[src/rtl/ntt_pkg.sv]
package ntt_pkg;

  typedef enum logic [1:0] {
    MODE_FUNC = 2'd0,
    MODE_NAND = 2'd1,
    MODE_HIZ  = 2'd2
  } test_mode_e;

  parameter int DEF_LEN = 24;
  parameter int IDX_W   = 8;

  // Default walk: start at a given pad and step downward around the ring.
  function automatic logic [DEF_LEN*IDX_W-1:0] default_order(int first);
    logic [DEF_LEN*IDX_W-1:0] ord;
    ord = '0;
    for (int k = 0; k < DEF_LEN; k++) begin
      ord[k*IDX_W +: IDX_W] = IDX_W'((DEF_LEN + first - k) % DEF_LEN);
    end
    return ord;
  endfunction

endpackage

[src/rtl/ntt_mode_decode.sv]
module ntt_mode_decode (
  input  logic                  test_en_n,
  input  logic                  sel2,
  input  logic                  sel1,
  input  logic                  sel0,
  output ntt_pkg::test_mode_e   mode
);
  import ntt_pkg::*;

  always_comb begin
    if (test_en_n) begin
      mode = MODE_FUNC;
    end else if (!sel2 || !sel0) begin
      mode = MODE_NAND;
    end else if (sel1) begin
      mode = MODE_HIZ;
    end else begin
      mode = MODE_FUNC;
    end
  end

endmodule

[src/rtl/ntt_nand_chain.sv]
module ntt_nand_chain #(
  parameter int NUM_PADS  = 26,
  parameter int CHAIN_LEN = ntt_pkg::DEF_LEN,
  parameter int TAP_POS   = 11,
  parameter logic [CHAIN_LEN*ntt_pkg::IDX_W-1:0] CHAIN_ORDER = ntt_pkg::default_order(5),
  parameter logic [NUM_PADS-1:0] INV_MASK = 26'h00084E2
) (
  input  logic [NUM_PADS-1:0] pad_in,
  output logic                tap_out,
  output logic                final_out
);
  localparam int IW = ntt_pkg::IDX_W;

  logic [CHAIN_LEN-1:0] stage_in;
  logic [CHAIN_LEN-1:0] stage_q;
  logic                 unused_pads;

  assign unused_pads = ^pad_in;

  for (genvar k = 0; k < CHAIN_LEN; k++) begin : g_stage
    localparam int PAD = int'(CHAIN_ORDER[k*IW +: IW]);
    assign stage_in[k] = pad_in[PAD] ^ INV_MASK[PAD];
    if (k == 0) begin : g_first
      assign stage_q[k] = ~stage_in[k];
    end else begin : g_link
      assign stage_q[k] = ~(stage_q[k-1] & stage_in[k]);
    end
  end

  assign tap_out   = stage_q[TAP_POS];
  assign final_out = stage_q[CHAIN_LEN-1];

endmodule

[src/rtl/ntt_oe_override.sv]
module ntt_oe_override #(
  parameter int NUM_PADS  = 26,
  parameter int TAP_PAD   = 24,
  parameter int FINAL_PAD = 25
) (
  input  ntt_pkg::test_mode_e  mode,
  input  logic [NUM_PADS-1:0]  core_out,
  input  logic [NUM_PADS-1:0]  core_oe,
  input  logic                 tap_val,
  input  logic                 final_val,
  output logic [NUM_PADS-1:0]  pad_out,
  output logic [NUM_PADS-1:0]  pad_oe
);
  import ntt_pkg::*;

  always_comb begin
    pad_out = core_out;
    pad_oe  = core_oe;
    case (mode)
      MODE_NAND: begin
        pad_oe             = '0;
        pad_oe[TAP_PAD]    = 1'b1;
        pad_oe[FINAL_PAD]  = 1'b1;
        pad_out[TAP_PAD]   = tap_val;
        pad_out[FINAL_PAD] = final_val;
      end
      MODE_HIZ: begin
        pad_oe = '0;
      end
      default: begin
        pad_oe = core_oe;
      end
    endcase
  end

endmodule

[src/rtl/ntt_pad_wrapper.sv]
module ntt_pad_wrapper #(
  parameter int NUM_PADS  = 26,
  parameter int CHAIN_LEN = ntt_pkg::DEF_LEN,
  parameter int TAP_POS   = 11,
  parameter int TAP_PAD   = 24,
  parameter int FINAL_PAD = 25,
  parameter int SEL2_PAD  = 7,
  parameter int SEL1_PAD  = 6,
  parameter int SEL0_PAD  = 5,
  parameter logic [CHAIN_LEN*ntt_pkg::IDX_W-1:0] CHAIN_ORDER = ntt_pkg::default_order(5),
  parameter logic [NUM_PADS-1:0] INV_MASK = 26'h00084E2
) (
  input  logic                test_en_n,
  input  logic [NUM_PADS-1:0] pad_in,
  input  logic [NUM_PADS-1:0] core_out,
  input  logic [NUM_PADS-1:0] core_oe,
  output logic [NUM_PADS-1:0] pad_out,
  output logic [NUM_PADS-1:0] pad_oe
);
  ntt_pkg::test_mode_e mode;
  logic tap_val;
  logic final_val;

  ntt_mode_decode u_decode (
    .test_en_n (test_en_n),
    .sel2      (pad_in[SEL2_PAD]),
    .sel1      (pad_in[SEL1_PAD]),
    .sel0      (pad_in[SEL0_PAD]),
    .mode      (mode)
  );

  ntt_nand_chain #(
    .NUM_PADS    (NUM_PADS),
    .CHAIN_LEN   (CHAIN_LEN),
    .TAP_POS     (TAP_POS),
    .CHAIN_ORDER (CHAIN_ORDER),
    .INV_MASK    (INV_MASK)
  ) u_chain (
    .pad_in    (pad_in),
    .tap_out   (tap_val),
    .final_out (final_val)
  );

  ntt_oe_override #(
    .NUM_PADS  (NUM_PADS),
    .TAP_PAD   (TAP_PAD),
    .FINAL_PAD (FINAL_PAD)
  ) u_override (
    .mode      (mode),
    .core_out  (core_out),
    .core_oe   (core_oe),
    .tap_val   (tap_val),
    .final_val (final_val),
    .pad_out   (pad_out),
    .pad_oe    (pad_oe)
  );

endmodule

[config.mk]
export PLATFORM = sky130hd
export DESIGN_NAME = ntt_pad_wrapper
export DESIGN_NICKNAME = d
export VERILOG_FILES = /design/src/rtl/ntt_pkg.sv /design/src/rtl/ntt_mode_decode.sv /design/src/rtl/ntt_nand_chain.sv /design/src/rtl/ntt_oe_override.sv /design/src/rtl/ntt_pad_wrapper.sv
export SDC_FILE = /design/constraint.sdc
export NUM_CORES = 1
export LEC_CHECK = 0
export ABC_AREA = 0
export BUFFER_PORTS_ARGS = -buffer_cell sky130_fd_sc_hd__buf_4
export CAP_MARGIN = 40
export CORE_AREA = 2 2 50 52
export DETAILED_ROUTE_END_ITERATION = 16
export DIE_AREA = 0 0 52 54
export PLACE_DENSITY = 0.88
export SLEW_MARGIN = 10
export SYNTH_ARGS = -nofsm -noshare
export SYNTH_HDL_FRONTEND = slang
export SYNTH_SLANG_ARGS = --single-unit
[constraint.sdc]
create_clock -name vclk -period 3.62
set_clock_uncertainty 0.15 [all_clocks]
set_input_delay 0.724 -clock vclk [all_inputs]
set_output_delay 0.724 -clock vclk [all_outputs]
set_load 0.01 [all_outputs]
==> run metrics <==
WS Path Type in -> out; final hold viol count 0; Total Routing Usage GR 0.0929; final worst path period share 0.805; die height ~54 um; fin. max-slew vios 0; crit path capture type primary output; Synth Instances just over 80; final number of setup-violating endpoints 0; DIE WIDTH about 52 um; Pre-antenna DRT Iters 4; Worst Hold Class in -> out; peak supply drop between 0.07 and 0.08 mV; post-synth top area share 0.334; Nets roughly 220; per-cell routed wire length between 9 and 10 um; first-pass GRT wire length about 2100 um; GRT overflow 0; share of layout cells above drive strength 1 0.613; vias in the first global route 579; largest net degree at the start of global routing 28; Seq cells 0; initial antenna violation count 0; vias 689; IO Count about 130; CTS Hold Bufs 0; Routability Congestion about 0.66; Setup Total Neg Slack 0 ns; Final Power roughly 130 uW; row count 18; Pwr Density 133 nW/um^2; Hold Path Stages 0; placed cells between 150 and 200; number of routed nets with antenna violations 0; initial DRC count 5; final core occ 0.430; n_diodes 0; Worst Path Arrival ~2.0 ns; synth top area cells buf_4 33%, and2_1 28%, nand2_1 5.6%, a221oi_2 2.8%, inv_1 2.8%; worst path required time ~2.8 ns; Starting Density 0.232; FILL cells between 200 and 250; syn nets 162; Slew HR 0.639; status completed; Via density just over 4; startpoint types input port; core box area between 2000 and 2500 sq um; Post-Syn Area per Cell 6.58 sq um; routed wire length 1590 um; Setup Fix Bufs, Post-CTS 0; worst-path fanout max 6; Hold Path End pad_out[17]; Layout Cells excl Fill 167; # DRC 0; post-route minimum period roughly 3 ns; Synth warnings 0; Die Area 2810 sq um; hold_sp core_out[17]; HPWL after DPL approximately 1400 um; worst slew pin tran roughly 0.54 ns; RSZ-0062 raised after global routing no; register area 0 sq um; PostCTS Resize Cnt 0; max-capacitance violation count 0; Fmax 0.343 GHz; Pleak ~0.00055 uW; Clock buffer cells 0; Netlist cell types 23; Seq/Total Area, Yosys 0; Area Growth Syn to Fin 84.9%; PortBufs 81; Yosys top cell by area buf_4; Mapped Area around 540 sq um
==> cells in the final DEF (no fill, tap or decap), drive strengths merged <==
master	Yosys	layout
a31o	1	1
nand2	8	8
o21ai	3	3
nor2b	2	2
ha	1	1
and3	1	1
o2bb2ai	1	1
nand2b	1	1
nor2	1	1
buf	24	81
inv	4	4
nand4b	1	1
and2	24	24
nand3	1	1
a21oi	2	2
a221oi	1	1
o22ai	1	1
o211ai	1	1
a211oi	1	1
o211a	1	1
==> worst max-delay path, stage by stage <==
cell      delay, ns
buf_4          0.11
nand4b_1       0.17
ha_1           0.27
nor2b_4        0.16
a211oi_2       0.24
nand2_1        0.07
o211ai_1       0.15
buf_4          0.15
==> synthesized netlist by cell type <==
| cell type | count |
|---|---|
| a211oi_2 | 1 |
| a21oi_1 | 2 |
| a221oi_2 | 1 |
| a31o_1 | 1 |
| and2_1 | 24 |
| and3_1 | 1 |
| buf_4 | 24 |
| clkbuf_1 | 2 |
| ha_1 | 1 |
| inv_1 | 4 |
| nand2_1 | 8 |
| nand2b_1 | 1 |
| nand3_1 | 1 |
| nand4b_1 | 1 |
| nor2_1 | 1 |
| nor2b_1 | 1 |
| nor2b_4 | 1 |
| o211a_1 | 1 |
| o211ai_1 | 1 |
| o21ai_0 | 1 |
| o21ai_1 | 2 |
| o22ai_1 | 1 |
| o2bb2ai_1 | 1 |
==> through the flow <==
step                      setup slack [ns]  instance area, sq um  hold slack [ns]
after floorplan                      0.959                   539             1.39
after global placement               0.664                   997             1.30
after detailed placement             0.631                   997             1.30
after CTS                            0.615                   997             1.30
after global routing                 0.506                   997             1.30
final                                0.705                   997             1.30
==> how the worst max path moves through the flow <==
| stage | from | end | slack, ns | cells after the start |
|---|---|---|---|---|
| finish | test_en_n | pad_out[25] | 0.71 | 8 |
| global route | test_en_n | pad_oe[25] | 0.51 | 6 |
| CTS | test_en_n | pad_oe[24] | 0.61 | 6 |
| detailed placement | test_en_n | pad_oe[25] | 0.63 | 6 |
| global placement | test_en_n | pad_oe[24] | 0.66 | 6 |
| floorplan | test_en_n | pad_out[25] | 0.96 | 6 |
==> routing by layer <==
| layer | vias to the layer above | routed length, um | track usage |
|---|---|---|---|
| met5 | - | 0 | 0 |
| li1 | 353 | - | - |
| met2 | 49 | 854 | 0.190 |
| met3 | 6 | 231 | 0.0194 |
| met1 | 281 | 482 | 0.0915 |
| met4 | 0 | 20 | 0.0307 |
==> where the power goes <==
part	total (uW)	leakage, uW	switching [uW]	internal [uW]
combinational	133	0.000554	48.1	84.6
sequential	0	0	0	0
clock	0	0	0	0
total	133	0.000554	48.1	84.6
==> layout make-up <==
class                           instances  area [sq um]  area share
Inverter                                4          15.0      0.0151
Timing Repair Buffer                   81           608       0.610
Tap cell                               30          37.5      0.0376
Multi-Input combinational cell         52           337       0.338
==> kinds of logic (layout without fill, tap and decap cells) <==
family	count (synthesis)	after routing	share of synthesized area
compound gates	12	12	0.174
fa+ha+maj	1	1	0.0232
buf+inv	30	85	0.376
simple gates	39	39	0.427
Power figures use the tool's default switching activity.
